`config.mk`:
```
export PLATFORM = sky130hd
export DESIGN_NAME = lifecycle_guard
export DESIGN_NICKNAME = d
export VERILOG_FILES = /design/src/rtl/lcg_pkg.sv /design/src/rtl/lcg_decode.sv /design/src/rtl/lcg_gate.sv /design/src/rtl/lcg_nv_store.sv /design/src/rtl/lifecycle_guard.sv
export SDC_FILE = /design/constraint.sdc
export NUM_CORES = 1
export LEC_CHECK = 0
export CAP_MARGIN = 0
export CORE_MARGIN = 2
export CORE_UTILIZATION = 30
export DETAILED_ROUTE_END_ITERATION = 16
export GPL_TIMING_DRIVEN = 0
export PLACE_DENSITY_LB_ADDON = 0.05
export SETUP_SLACK_MARGIN = 0.2
export SLEW_MARGIN = 20
export SYNTH_ARGS = -nofsm -noshare
export SYNTH_HDL_FRONTEND = slang
export SYNTH_SLANG_ARGS = --single-unit
```
`constraint.sdc`:
```
create_clock -name clk -period 1.95 [get_ports clk]
set_input_delay 0.195 -clock clk [delete_from_list [all_inputs] [get_ports clk]]
set_output_delay 0.195 -clock clk [all_outputs]
set_load 0.01 [all_outputs]
```
`src/rtl/lcg_pkg.sv`:
```
package lcg_pkg;

    localparam int PHASE_W = 2;

    typedef enum logic [PHASE_W-1:0] {
        PH_SHIP = 2'b00,
        PH_PERS = 2'b01,
        PH_OPER = 2'b10,
        PH_DEST = 2'b11
    } phase_e;

    // Decoded request from the command processor
    typedef struct packed {
        logic   valid;
        logic   is_change;
        phase_e cls;
    } cmd_t;

    // Combinational verdict for the current cycle
    typedef struct packed {
        logic   accept;
        logic   reject;
        logic   commit;
        phase_e target;
    } verdict_t;

    function automatic logic is_terminal(phase_e p);
        return p == PH_DEST;
    endfunction

    // Only meaningful when p is not terminal
    function automatic phase_e successor(phase_e p);
        return phase_e'(p + 2'd1);
    endfunction

endpackage

```
`src/rtl/lcg_decode.sv`:
```
module lcg_decode
    import lcg_pkg::*;
#(
    parameter int              OP_W      = 8,
    parameter logic [OP_W-1:0] CHANGE_OP = 8'h5A
) (
    input  logic               valid_i,
    input  logic [OP_W-1:0]    op_i,
    input  logic [PHASE_W-1:0] class_i,
    output cmd_t               cmd_o
);

    always_comb begin
        cmd_o.valid     = valid_i;
        cmd_o.is_change = (op_i == CHANGE_OP);
        cmd_o.cls       = phase_e'(class_i);
    end

endmodule

```
`src/rtl/lcg_gate.sv`:
```
module lcg_gate
    import lcg_pkg::*;
(
    input  cmd_t     cmd_i,
    input  phase_e   cur_i,
    input  logic     tamper_i,
    output verdict_t verdict_o
);

    logic   silent;
    logic   allowed;
    phase_e nxt;

    always_comb begin
        nxt     = successor(cur_i);
        silent  = tamper_i || is_terminal(cur_i) || !cmd_i.valid;
        if (cmd_i.is_change) begin
            allowed = (cmd_i.cls == nxt);
        end else begin
            allowed = (cmd_i.cls == cur_i);
        end
        verdict_o.accept = !silent && allowed;
        verdict_o.reject = !silent && !allowed;
        verdict_o.commit = !silent && allowed && cmd_i.is_change;
        verdict_o.target = nxt;
    end

endmodule

```
`src/rtl/lcg_nv_store.sv`:
```
module lcg_nv_store
    import lcg_pkg::*;
(
    input  logic               clk,
    input  logic               rst,
    input  logic               tamper_i,
    input  logic               load_i,
    input  logic [PHASE_W-1:0] load_phase_i,
    input  logic               wipe_done_i,
    input  logic               commit_i,
    input  phase_e             commit_phase_i,
    output phase_e             stored_o,
    output logic               wipe_pend_o
);

    // Nonvolatile model: deliberately no reset term
    phase_e stored_q;
    logic   pend_q;

    always_ff @(posedge clk) begin
        if (!rst && tamper_i) begin
            stored_q <= PH_DEST;
            pend_q   <= 1'b1;
        end else if (load_i) begin
            stored_q <= phase_e'(load_phase_i);
            pend_q   <= 1'b0;
        end else if (!rst) begin
            if (wipe_done_i) begin
                pend_q <= 1'b0;
            end
            if (commit_i) begin
                stored_q <= commit_phase_i;
            end
        end
    end

    assign stored_o    = stored_q;
    assign wipe_pend_o = pend_q;

endmodule

```
`src/rtl/lifecycle_guard.sv`:
```
module lifecycle_guard
    import lcg_pkg::*;
#(
    parameter int              OP_W      = 8,
    parameter logic [OP_W-1:0] CHANGE_OP = 8'h5A
) (
    input  logic               clk,
    input  logic               rst,
    input  logic               cmd_valid,
    input  logic [OP_W-1:0]    cmd_op,
    input  logic [PHASE_W-1:0] cmd_class,
    output logic               cmd_accept,
    output logic               cmd_reject,
    input  logic               tamper,
    output logic               wipe_req,
    input  logic               wipe_done,
    input  logic               nv_load,
    input  logic [PHASE_W-1:0] nv_load_phase,
    output logic [PHASE_W-1:0] phase
);

    cmd_t     cmd;
    verdict_t verdict;
    phase_e   stored;
    phase_e   phase_q;
    logic     acc_q;
    logic     rej_q;

    lcg_decode #(
        .OP_W      (OP_W),
        .CHANGE_OP (CHANGE_OP)
    ) u_decode (
        .valid_i (cmd_valid),
        .op_i    (cmd_op),
        .class_i (cmd_class),
        .cmd_o   (cmd)
    );

    lcg_gate u_gate (
        .cmd_i     (cmd),
        .cur_i     (phase_q),
        .tamper_i  (tamper),
        .verdict_o (verdict)
    );

    lcg_nv_store u_store (
        .clk            (clk),
        .rst            (rst),
        .tamper_i       (tamper),
        .load_i         (nv_load),
        .load_phase_i   (nv_load_phase),
        .wipe_done_i    (wipe_done),
        .commit_i       (verdict.commit),
        .commit_phase_i (verdict.target),
        .stored_o       (stored),
        .wipe_pend_o    (wipe_req)
    );

    // Working phase: reloaded from storage on reset
    always_ff @(posedge clk) begin
        if (rst) begin
            phase_q <= stored;
            acc_q   <= 1'b0;
            rej_q   <= 1'b0;
        end else begin
            acc_q <= verdict.accept;
            rej_q <= verdict.reject;
            if (tamper) begin
                phase_q <= PH_DEST;
            end else if (verdict.commit) begin
                phase_q <= verdict.target;
            end
        end
    end

    assign cmd_accept = acc_q;
    assign cmd_reject = rej_q;
    assign phase      = phase_q;

endmodule

```
# Word-level counts from Yosys, hierarchy flattened
# Index checks and enable logic that the tools add are counted.
dict set report word_totals {
  regBits 7
  latchBits 0
  ram_bits 0
  mem_bits_ro 0
  output_inout_bits 5
  memories 0
}
dict set report op_classes {
  addsub 1
  mul 0
  div 0
  magnitude_cmp 0
  n_eq_ne 5
  shifts 0
  n_mux 9
  n_bitwise 0
  n_reduce_logical 15
}
# cell count
set op_table {}
lappend op_table {{$mux 2} 5}
lappend op_table {{$eq 8x7->1 const B} 1}
lappend op_table {{$eq 2x2->1} 2}
lappend op_table {{$logic_and 1x1->1} 4}
lappend op_table {{$logic_not 1->1} 4}
lappend op_table {{$mux 1} 4}
lappend op_table {{$reduce_and 2->1} 2}
lappend op_table {{$reduce_bool 2->1} 2}
lappend op_table {{$reduce_bool 3->1} 1}
lappend op_table {{$add 2x1->2 const B} 1}
lappend op_table {{$eq 2x2->1 const B} 1}
lappend op_table {{$logic_or 1x1->1} 2}
lappend op_table {{$ne 2x1->1 const B} 1}

# Longest topological paths before layout
# Gate-level depths: netlist of run 1.
dict set report depth {
  word_depth 9
  depth_mapped 5
  depth_no_buf 5
}

# Modules after synthesis
# From an unflattened synthesis of run 1, not the netlist that was laid out.
dict set report unflattened {
  cells_unflattened 48
  area_unflattened_um2 440.4
}
# mod instances cells_per_inst area_per_inst_um2 seq_area_each_um2
set modules_own_cells {}
lappend modules_own_cells {lcg_nv_store 1 17 148.9 60.1}
lappend modules_own_cells {lifecycle_guard 1 13 148.9 100.1}
lappend modules_own_cells {lcg_gate 1 12 93.8 0.0}
lappend modules_own_cells {lcg_decode 1 6 48.8 0.0}

# Worst setup path after synthesis of run 1
# No wires, ideal clock.
dict set report synth_timing {
  kind {flip-flop to flip-flop}
  startpoint {register phase_q[0], in the netlist phase[0]}
  endpoint {register phase_q[0], in the netlist phase[0], enable pin}
  arrival_ps 1366
  path_slack_ps 270
  path_stages_with_launch 5
  n_path_buf 0
  cell_sequence {edfxtp_1 > ha_1 > xnor2_1 > nand2_1 > o21ai_1}
}
dict set report synth_between {
  elab_chain_cells 7
  word_cells_on_any_way 11
}
# element line
set synth_lines {}
lappend synth_lines {{start, declared} lifecycle_guard.sv:25} ;# phase_e phase_q;
lappend synth_lines {{start signal, assigned} lifecycle_guard.sv:62} ;# phase_q <= stored;
lappend synth_lines {{start signal, assigned} lifecycle_guard.sv:71} ;# phase_q <= verdict.target;
lappend synth_lines {{parallel branches: the longest is 4 deep, another holds $add 2x1->2} --}
lappend synth_lines {{$logic_and 1x1->1 (*) (2 in series)} lcg_gate.sv:24} ;# verdict_o.commit = !silent && allowed && cmd_i.is_change;
lappend synth_lines {{$reduce_bool 3->1 (no source line) (*)} --}
# Mark *: on every way between the ends.
# A chain may end at the register's enable or synchronous reset.

# Worst setup path in the final report of run 1
dict set report layout_timing {
  startpoint {register phase_q[1], in the netlist phase[1]}
  endpoint {register phase_q[0], in the netlist phase[0], enable pin}
}
# The elaborated chain is that of the path after synthesis.

==> results of run 1 <==
## Yosys cell counts, drive strengths merged
cell type	number
nand2	4
a311o	1
nand4	3
inv	2
edfxtp	2
and3	2
o21ai	4
ha	1
nor2b	1
xnor2	1
or2b	1
a41o	1
a21boi	1
and4bb	2
and2	1
nor2	3
o211a	1
nand2b	2
dfxtp	5
nor3	1
o211ai	1
nor3b	1
a21oi	3
nor4b	1
xor2	1
## critical path, stage by stage, from the launching register on
cell,delay [ns]
sky130_fd_sc_hd__edfxtp_1,0.43
sky130_fd_sc_hd__ha_1,0.37
sky130_fd_sc_hd__xnor2_2,0.21
sky130_fd_sc_hd__nand2_1,0.13
sky130_fd_sc_hd__o21ai_2,0.16
## per-layer routing
metal	vias up	wire [µm]	share of wire (%)
met3	2	69	7.0
met5	-	0	0
met1	194	452	46
met4	0	4	0.40
li1	229	-	-
met2	18	464	47
## sequential cells by signal (all words and copies together) (netlist names)
register / flops
phase: 2
u_store.stored_o: 2
cmd_reject: 1
u_store.wipe_pend_o: 1
cmd_accept: 1
## how the worst min path moves through the flow
stage                                    from                  end
after floorplan                       nv_load  u_store.stored_o[1]
after global placement    u_store.wipe_pend_o  u_store.wipe_pend_o
after detailed placement  u_store.wipe_pend_o  u_store.wipe_pend_o
after CTS                 u_store.wipe_pend_o  u_store.wipe_pend_o
after global routing      u_store.wipe_pend_o  u_store.wipe_pend_o
final                     u_store.wipe_pend_o  u_store.wipe_pend_o
## report_power, final
part           switching, mW  internal [mW]
Clock                 0.0511         0.0779
Sequential           0.00604          0.163
Combinational         0.0548         0.0800
Total                  0.112          0.321
## timing repair
item | CTS | global route
setup buffers | 1 | 1
setup endpoints to repair | 3 | 3
hold endpoints to repair | 0 | 0
pin swaps | 0 | 1
gates resized for setup | 0 | 3
## layout by cell type (no fill, tap or decap), types with 2 or more instances in the layout
cell type and count:
sky130_fd_sc_hd__clkbuf_4 3, sky130_fd_sc_hd__a21oi_1 3, sky130_fd_sc_hd__edfxtp_1 2, sky130_fd_sc_hd__and4bb_1 2
sky130_fd_sc_hd__o21ai_0 3, sky130_fd_sc_hd__dfxtp_1 5, sky130_fd_sc_hd__buf_4 2, sky130_fd_sc_hd__clkdlybuf4s50_1 22
sky130_fd_sc_hd__nand2_1 4, sky130_fd_sc_hd__nor2_1 3, sky130_fd_sc_hd__nand4_1 3, sky130_fd_sc_hd__inv_1 2
sky130_fd_sc_hd__nand2b_1 2
## through the flow
step           worst slack, ns  hold slack, ns  instances
2_1_floorplan            0.270           0.316         46
3_3_place_gp             0.171           0.480         83
3_5_place_dp             0.155           0.481         83
4_1_cts                  0.254           0.496         88
5_1_grt                  0.242           0.520         89
6_report                 0.358           0.494         89
## area by class of cell
cell class	instances	area share, %
multi-input cells	37	39.3
repair buffers	24	31.9
flip-flops and latches	7	21.7
clock buffers	4	3.56
well taps	15	2.54
inverters	2	1.02
## kinds of logic (layout without fill, tap and decap cells)
kind of cell / after synthesis / count (layout) / synth area share [%]
buffers and inverters: 2 / 30 / 1.70
adder cells (fa/ha/maj): 1 / 1 / 2.83
flip-flops: 7 / 7 / 36.3
XOR/XNOR: 2 / 2 / 5.67
AND/OR/NAND/NOR: 22 / 22 / 34.3
AO/OA/AOI/OAI: 12 / 12 / 19.3
==> results by stage, run 1 <==
GRT:
- The met1 global-route usage is 14.3%.
- Global routing finished with a remaining overflow of 0.
- The met3 capacity usage during global routing is 6.90%.
- The first-pass GRT wire length is 1.69 mm.
- Global routing used 12.7% of the available tracks across all layers.
- For this run, global-route usage on met2 was measured as 20.6%.
- Entering global routing, the biggest net connects 9 pins.
- The layer flagged by global routing as most heavily used is met2.
- The initial antenna violation count is 0.
- The via count of the first global-routing pass is 399.

Placement:
- At the end of routability-driven placement, the weighted congestion stood at 0.680.
- The total placed instance area is 681 µm².
- The total half-perimeter wirelength after legalization and detailed placement is 777 µm.
- Port buffering added 22 buffers.

Setup path:
- The depth of the worst register-to-register path is 4.
- The setup check on the worst reg-to-reg path leaves a slack of 0.36 ns.
- In this run the critical register-to-register path is launched from phase[1].
- The endpoint class of the critical path is a register.
- The endpoint identified for the worst register-to-register timing path is phase[0].
- By startpoint and endpoint, the worst setup path is classified as reg2reg.
- Along the worst path, the maximum fanout reaches 4.
- The capturing instance or port of the critical path is phase[0].
- STA classifies the critical path startpoint as a register.
- The startpoint of the worst setup timing path is phase[1].
- STA puts the critical path data arrival time at 1.55 ns.
- The critical path data required time is 1.90 ns.

Die:
- The die covers 1800 µm².
- The die is 42.4 µm tall.
- The die extent in x is 42.4 µm.
- The number of standard-cell rows in the floorplan is 13.
- The total I/O pin count is 23.
- Once the floorplan was initialized, standard cells occupied 33.1% of the core.
- The placeable core region is 1330 µm².

Synthesis:
- The average instance area after synthesis is 9.60 µm².
- The number of nets in the synthesized netlist is 65.
- Synthesis inferred 7 register bits.
- The cell count after synthesis is 46.
- In the post-synthesis netlist, the biggest area contributors are sky130_fd_sc_hd__dfxtp_1 23%, sky130_fd_sc_hd__edfxtp_1 14%, sky130_fd_sc_hd__and4bb_1 5.7%.
- After synthesis, flip-flops and latches occupy 36.3% of the total area.
- The number of different library cells used by synthesis comes to 26.
- The portion of synthesized cell area occupied by the leading cell type is 22.7%.
- The mapped netlist covers 442 µm².
- For this run, the number of Yosys warnings is 0.
- The largest area contributor in the synthesized netlist is sky130_fd_sc_hd__dfxtp_1.

Route:
- The residual DRC count is 0.
- The routed via count is 443.
- The antenna violation net count after detailed routing is 0.
- After detailed routing, the number of vias per cell comes to 4.98.
- The mean routed wirelength per cell is 11.1 µm.
- The first detailed-routing pass ran for 3 iterations.
- The detailed router finished its first iteration with 9 violations.
- After detailed routing, the total wire length is 990 µm.

Finish:
- Compared with the post-synthesis result, the final layout area differs by 67.1%.
- The post-route standard cell area excluding fillers is 738 µm².
- In the final layout, flip-flops and latches occupy 160 µm².
- The area used by multi-input combinational logic is 290 µm².
- The number of fillers in the final layout is 144.
- The final core utilization is 55.3%.
- Cells with a size suffix above 1 make up 14.9% of the layout.
- The number of nets in the layout is 94.
- The number of diodes added for antenna fixing is 0.

Timing:
- Setup violations remaining at the end of the flow were counted as 0.
- The clock period could shrink to 1.59 ns.
- The total negative slack is 0 ns.
- The number of slew-limit violations in the final report was 0.
- The worst path uses 81.7% of the clock period.
- Setup repair after global routing left no endpoint under its margin.
- At the pin with the least slew margin, the transition time is 0.318 ns.
- The final clock skew is 0.000649 ns.
- The maximum operating frequency is 628 MHz.
- The worst pin sits at a relative slew slack of 78.7%.
- The number of hold-slack violations in the final timing report is 0.

Pwr:
- For this design the ratio of total power to cell area is 586 nW/µm².
- VDD sags by at most 0.322 mV.
- The design draws 0.433 mW.
- In this run the static leakage power is 0.298 nW.

Clock network:
- After clock tree synthesis, the flow added hold-fix buffers numbering 0.
- The TritonCTS buffer count is 3.
- After clock tree synthesis, the clock-pin slew on the worst setup and hold paths is 0.05 ns.
- The clock insertion delay at the later pin of the skew report is 0.25 ns.
- The clock drives 7 sinks.
- The maximum buffer depth of the clock tree is 2.
- The H-tree depth is 1.
- The clock root buffer is sky130_fd_sc_hd__clkbuf_4.
- The clock tree from TritonCTS is done.

Worst hold path:
- In this run the worst hold path is classified as reg2reg.
- The worst hold path passes through 2 cells.

Status:
- The flow ran to the end, and the final reports show no timing, DRC or antenna violations.

Flow run:
- Across the run, the number of max-cap violations was 0.
No activity file was read; power rests on OpenSTA's default activity.
==> run 2, diff against run 1 <==
==> constraint.sdc (replaced) <==
create_clock -name clk -period 1.3 [get_ports clk]
set_input_delay 0.13 -clock clk [delete_from_list [all_inputs] [get_ports clk]]
set_output_delay 0.13 -clock clk [all_outputs]
set_load 0.01 [all_outputs]
==> run 2 against run 1 <==
  * The run now ends with negative setup slack left
  * Critical path depth increased by 1
  * Via count grew 5.6%
  * Maximum frequency rose by 3.0%
  * Total power rose by 64%
  * Highest routed layer is now met3
==> results by stage, run 2 (synthesis results as in run 1) <==
Status:
- The flow ran to the end, but the final reports show violations.
- The checks that failed: negative setup slack.

Finish:
- The sequential cell area is 160 µm² (unchanged).
- The number of nets in the layout is 99 (+5.3%).
- The number of fillers in the final layout is 126 (-13%).
- The area used by multi-input combinational logic came to 325 µm² (+12%).
- The top cell types in the final layout, fill and taps aside, are 18 x sky130_fd_sc_hd__clkdlybuf4s50_1, 5 x sky130_fd_sc_hd__dfxtp_1, 5 x sky130_fd_sc_hd__buf_4.
- Relative to the synthesized area, the layout overhead comes to 83.3%.
- The number of diodes added for antenna fixing is 0 (unchanged).
- Leaving out fill and tap cells, the most frequent cell in the layout is sky130_fd_sc_hd__clkdlybuf4s50_1.
- The share of final-layout standard cells stronger than drive strength 1 came to 26.6% (+12 points).
- The post-route standard cell area excluding fillers came to 810 µm² (+9.7%).

Timing:
- The headroom to the max-slew limit came to 75.8% (-2.9 points).
- The slew at the pin closest to its max-slew limit was 0.362 ns (+0.0434 ns).
- The final clock skew was 0.00141 ns (+0.000757 ns).
- The total setup violations reported at the end of the flow is 8 (+8).
- The number of hold-slack violations in the final timing report came to 0 (unchanged).
- The setup slack after layout came to -0.247 ns (-0.604 ns).
- The number of slew-limit violations in the final report was 0 (unchanged).
- Setup repair after global routing could not meet its margin everywhere.
- The share of the cycle needed by the critical path after routing is 119% (+37 points).
- The post-layout minimum cycle time came to 1.55 ns (-0.0456 ns).
- The maximum operating frequency is 647 MHz (+3.0%).

Setup path:
- The largest fanout of any net on the critical path came to 3 (-1).
- The critical path is of the reg2reg type.
- The worst setup path is captured at a register.
- The critical path data required time was 1.42 ns (-0.48 ns).
- STA classifies the critical path startpoint as a register.
- The arrival time at the worst endpoint is 1.67 ns (+0.12 ns).

Die:
- The die extent in x was 42.4 µm (unchanged).
- The total I/O pin count came to 23 (unchanged).
- The die boundary height is 42.4 µm (unchanged).
- The number of standard-cell rows in the floorplan is 13 (unchanged).
- The placeable core region is 1330 µm² (unchanged).
- The starting density of the core came to 33.1% (unchanged).
- The area of the die is 1800 µm² (unchanged).

GRT:
- The initial antenna violation count came to 0 (unchanged).
- The total routing resource utilization after global routing was 13.2% (+0.48 points).
- The overall overflow remaining after global route is 0 (unchanged).
- The via count of the first global-routing pass is 411 (+3.0%).
- The maximum number of pins on one net before global-route repair is 9 (unchanged).
- The first-pass GRT wire length is 1.75 mm (+3.7%).

Placement:
- The quantity of I/O buffers inserted on ports is 22 (unchanged).
- The post-place setup slack is -0.501 ns (-0.657 ns).
- The total half-perimeter wirelength after legalization and detailed placement is 816 µm (+4.9%).
- The global placement routability congestion is 0.717 (+5.4%).
- The total placed instance area is 709 µm² (+4.2%).

Route:
- The via-per-instance ratio came to 4.98 (about the same).
- The number of iterations in the first detailed-routing pass was 4 (+1).
- The routed wire length is 1.13 mm (+14%).
- The routed via count is 468 (+5.6%).
- The antenna violation net count after detailed routing came to 0 (unchanged).
- The number of violations reported at the end of detailed-routing iteration 0 is 9 (unchanged).
- The mean routed wirelength per cell is 12.0 µm (+7.6%).
- The residual DRC count is 0 (unchanged).

Flow run:
- The number of maximum-capacitance violations is 0 (unchanged).

Clock network:
- The TritonCTS buffer count is 3 (unchanged).
- The clock root buffer is sky130_fd_sc_hd__clkbuf_4.
- The maximum buffer depth of the clock tree is 2 (unchanged).
- The TritonCTS sink count is 7 (unchanged).
- TritonCTS built the clock tree.
- The H-tree depth came to 1 (unchanged).
- The clock-pin slew on the worst setup and hold paths is 0.05 ns (about the same).
- The clock insertion delay at the later pin of the skew report came to 0.25 ns (about the same).

Pwr:
- The maximum vdd drop is 0.679 mV (+110%).
- The areal power density over the cells came to 879 nW/µm² (+50%).
- The leakage power is 0.339 nW (+14%).
- The total power came to 0.711 mW (+64%).

Worst hold path:
- The worst hold path belongs to the class in2reg.
==> run 2: cell types whose count changed in the layout (fill, tap and decap cells not counted), sizes merged <==
cell	delta
buf	+5
clkdlybuf4s50	-4
dlygate4sd2	+3
clkbuf	+1
==> run 2: worst paths after layout <==
path                        from             endpoint  slack, ns  cells past startpoint
max                     phase[0]  u_store.stored_o[0]      -0.25                      5
min             nv_load_phase[1]  u_store.stored_o[1]       0.48                      3
max reg2reg             phase[0]  u_store.stored_o[0]      -0.25                      5
min reg2reg  u_store.wipe_pend_o  u_store.wipe_pend_o       0.49                      2
==> run 2: cell type report <==
type / instances / area share, %
tap: 15 / 2.32
timing repair buffer: 29 / 33.5
inverter: 2 / 0.927
clock buffer: 4 / 3.25
sequential: 7 / 19.8
multi-input combinational: 37 / 40.2
==> run 2: timing repair <==
item | CTS | global route
setup buffers | 6 | 1
resized for setup | 9 | 3
hold buffers | 0 | 0
setup endpoints to repair | 12 | 10
pin swaps | 9 | 2
==> run 2: layer usage <==
layer  vias to the layer above  wire length, µm  GRT usage [%]
li1                        241                -              -
met1                       208              447           15.0
met2                        19              572           22.2
met3                         0              105           7.33
met4                         0                0           1.88
met5                         -                0              0
==> run 2: worst max-delay path: stages (launching register included) <==
cell and delay [ns]:
sky130_fd_sc_hd__edfxtp_1 0.49, sky130_fd_sc_hd__ha_4 0.21, sky130_fd_sc_hd__nor4b_4 0.28, sky130_fd_sc_hd__buf_4 0.19, sky130_fd_sc_hd__a311o_1 0.17, sky130_fd_sc_hd__nand4_1 0.08
==> run 2: stage by stage <==
stage	hold WS, ns	instances	setup TNS [ns]	utilization [%]
2_1_floorplan	0.251	46	-0.835	-
4_1_cts	0.469	93	-1.67	60.0
5_1_grt	0.486	94	-1.83	60.7
3_5_place_dp	0.491	83	-1.95	53.2
3_3_place_gp	0.481	83	-1.88	53.2
6_report	0.481	94	-1.44	60.7
==> run 2: power breakdown <==
group	leakage (nW)	total (mW)	switching [mW]	internal, mW
combinational	0.264	0.260	0.101	0.159
clock	0.0150	0.193	0.0763	0.117
sequential	0.0602	0.258	0.0137	0.245
==> run 3, diff against run 2 <==
--- a/config.mk
+++ b/config.mk
@@ -6,12 +6,12 @@
 export NUM_CORES = 1
 export LEC_CHECK = 0
 export CAP_MARGIN = 0
-export CORE_MARGIN = 2
 export CORE_UTILIZATION = 30
 export DETAILED_ROUTE_END_ITERATION = 16
 export GPL_TIMING_DRIVEN = 0
 export PLACE_DENSITY_LB_ADDON = 0.05
 export SETUP_SLACK_MARGIN = 0.2
+export SKIP_CTS_REPAIR_TIMING = 1
 export SLEW_MARGIN = 20
 export SYNTH_ARGS = -nofsm -noshare
 export SYNTH_HDL_FRONTEND = slang
==> run 3 against run 2 <==
  * The flow still finishes with violations (negative setup slack)
  * Sequential cell count unchanged
  * Clock skew decreased by 0.0010 ns
  * Cell area increased by 1.5%
  * Wire length decreased by 5.2%
  * Utilization increased by 0.94 points
  * Non-clock buffer count decreased by 1
  * Sequential power about the same
  * Critical path type unchanged
  * Largest cell class unchanged
==> results by stage, run 3 (synthesis results as in run 1) <==
Pwr:
- The areal power density over the cells is 856 nW/µm² (-2.6%).
- The combinational power share came to 35.5% (-1.0 points).
- The maximum vdd drop came to 0.578 mV (-15%).
- The internal power consumption is 0.516 mW (-0.90%).
- The leakage power is 0.380 nW (+12%).
- The share of power burned in registers was 36.8% (+0.5 points).
- The switching power is 0.187 mW (-1.7%).
- The fraction of power spent switching nets is 26.7% (-0.16 points).
- The total power is 0.703 mW (-1.1%).
- The share of total power in the clock network is 27.7% (+0.5 points).

Clock network:
- In this run the clock root is driven by a sky130_fd_sc_hd__clkbuf_4.
- The clock tree from TritonCTS is done.
- The clock insertion delay at the later pin of the skew report is 0.25 ns (about the same).
- The TritonCTS sink count came to 7 (unchanged).
- The maximum buffer depth of the clock tree is 2 (unchanged).
- The H-tree depth was 1 (unchanged).
- The clock-pin slew on the worst setup and hold paths came to 0.05 ns (about the same).
- The TritonCTS buffer count is 3 (unchanged).

Die:
- The placeable core region is 1330 µm² (unchanged).
- The die boundary height is 40.4 µm (-4.7%).
- The die extent in x is 40.4 µm (-4.7%).
- The number of standard-cell rows in the floorplan is 13 (unchanged).
- The starting density of the core is 33.1% (unchanged).
- The total I/O pin count is 23 (unchanged).
- The area of the die was 1630 µm² (-9.2%).

Status:
- The final reports fail on negative setup slack.
- The run finished, with violations left.

Timing:
- The total negative slack is -1.38 ns (+0.0636 ns).
- The number of hold-slack violations in the final timing report is 0 (unchanged).
- The final clock skew was 0.000399 ns (-0.00101 ns).
- The slew at the pin closest to its max-slew limit is 0.333 ns (-0.0284 ns).
- The total setup violations reported at the end of the flow came to 6 (-2).
- The headroom to the max-slew limit came to 77.5% (+1.7 points).
- The final hold slack is 0.477 ns (-0.00370 ns).
- The maximum operating frequency was 634 MHz (-2.0%).
- The share of the cycle needed by the critical path after routing came to 121% (+2.4 points).
- The setup slack after layout is -0.278 ns (-0.0310 ns).
- Setup repair after global routing could not meet its margin everywhere.
- The number of slew-limit violations in the final report is 0 (unchanged).
- The post-layout minimum cycle time was 1.58 ns (+0.0310 ns).

Placement:
- The count of placed standard cells including taps is 83 (unchanged).
- The quantity of I/O buffers inserted on ports is 22 (unchanged).
- The total placed instance area was 709 µm² (unchanged).
- The total half-perimeter wirelength after legalization and detailed placement is 787 µm (-3.5%).
- The global placement routability congestion came to 0.776 (+8.3%).

Route:
- The routed wire length is 1.07 mm (-5.2%).
- The via-per-instance ratio is 4.95 (-0.65%).
- The residual DRC count is 0 (unchanged).
- The routed via count was 460 (-1.7%).
- The number of violations reported at the end of detailed-routing iteration 0 came to 9 (unchanged).
- The antenna violation net count after detailed routing is 0 (unchanged).
- The number of iterations in the first detailed-routing pass is 4 (unchanged).
- The mean routed wirelength per cell is 11.5 µm (-4.1%).

Finish:
- The count of non-filler cells in the finished layout came to 93 (-1.1%).
- The number of diodes added for antenna fixing is 0 (unchanged).
- Leaving out fill and tap cells, the most frequent cell in the layout is sky130_fd_sc_hd__clkdlybuf4s50_1.
- The top cell types in the final layout, fill and taps aside, are 17 x sky130_fd_sc_hd__clkdlybuf4s50_1, 5 x sky130_fd_sc_hd__dfxtp_1, 4 x sky130_fd_sc_hd__dlymetal6s2s_1, 4 x sky130_fd_sc_hd__buf_4.
- The post-route standard cell area excluding fillers was 822 µm² (+1.5%).
- The number of fillers in the final layout was 123 (-2.4%).
- The number of nets in the layout is 98 (-1.0%).
- The share of final-layout standard cells stronger than drive strength 1 is 25.6% (-0.94 points).
- The post-synthesis to final-layout area growth is 86.1%.

Setup path:
- The critical path start-end classification is reg2reg.
- The arrival time at the worst endpoint came to 1.76 ns (+0.09 ns).
- The endpoint class of the critical path is a register.
- The maximum cell stage delay along the critical path is 0.49 ns (about the same).
- The count of buffering cells on the critical path with inverters included was 0 (-1).
- Walking the worst path, the cells encountered are ha_4 -> nor4b_4 -> nand4_1 -> o211a_1 -> o211ai_2.
- STA classifies the critical path startpoint as a register.
- The standard cell with the maximum stage delay on the critical path is sky130_fd_sc_hd__edfxtp_1.
- The critical path data required time is 1.48 ns (+0.06 ns).
- The gate family responsible for the most delay along the worst path is flip-flops.
- The largest fanout of any net on the critical path was 4 (+1).

GRT:
- The first-pass GRT wire length came to 1.67 mm (-4.7%).
- The maximum number of pins on one net before global-route repair came to 9 (unchanged).
- The total routing resource utilization after global routing is 15.9% (+2.7 points).
- The initial antenna violation count is 0 (unchanged).
- The via count of the first global-routing pass is 374 (-9.0%).
- The overall overflow remaining after global route is 0 (unchanged).

Flow run:
- The number of maximum-capacitance violations is 0 (unchanged).

Worst hold path:
- The type of the tightest min-delay check is in2reg.
==> run 3: cell type report <==
class / count / area (µm²) / area share [%]
multi-input combinational: 37 / 325 / 39.6
tap: 15 / 18.8 / 2.28
sequential: 7 / 160 / 19.5
clock buffer: 4 / 26.3 / 3.20
timing repair buffer: 28 / 284 / 34.6
inverter: 2 / 7.51 / 0.913
==> run 3: worst register-to-register path: stages (launching register included) <==
cell and delay, ns:
sky130_fd_sc_hd__edfxtp_1 0.49, sky130_fd_sc_hd__ha_4 0.22, sky130_fd_sc_hd__nor4b_4 0.31, sky130_fd_sc_hd__nand4_1 0.14
sky130_fd_sc_hd__o211a_1 0.23, sky130_fd_sc_hd__o211ai_2 0.12
==> run 3: final timing paths <==
check | start | endpoint | slack [ns] | depth (start not counted)
setup / recovery | phase[0] | u_store.stored_o[1] | -0.28 | 5
hold / removal | nv_load_phase[1] | u_store.stored_o[1] | 0.48 | 3
setup reg to reg | phase[0] | u_store.stored_o[1] | -0.28 | 5
hold reg to reg | u_store.wipe_pend_o | u_store.wipe_pend_o | 0.48 | 2
==> run 3: through the flow <==
stage | utilization [%] | setup slack, ns
floorplan | - | -0.246
global placement | 53.2 | -0.467
detailed placement | 53.2 | -0.478
CTS | 55.2 | -0.383
global route | 61.6 | -0.387
finish | 61.6 | -0.278
==> run 3: per-layer routing <==
layer	part of all wire, %	vias up	track usage [%]
li1	-	237	-
met3	6.7	0	8.33
met5	0	-	0
met2	48	16	25.0
met4	0	0	2.50
met1	45	207	19.5
==> run 3: power by group through the flow <==
stage                     Sequential [mW]  Combinational (mW)  Clock (mW)
after CTS                           0.262               0.207       0.202
final                               0.259               0.250       0.195
after global routing                0.261               0.273       0.217
after detailed placement            0.266               0.207           0
after floorplan                     0.268               0.103           0
after global placement              0.265               0.204           0
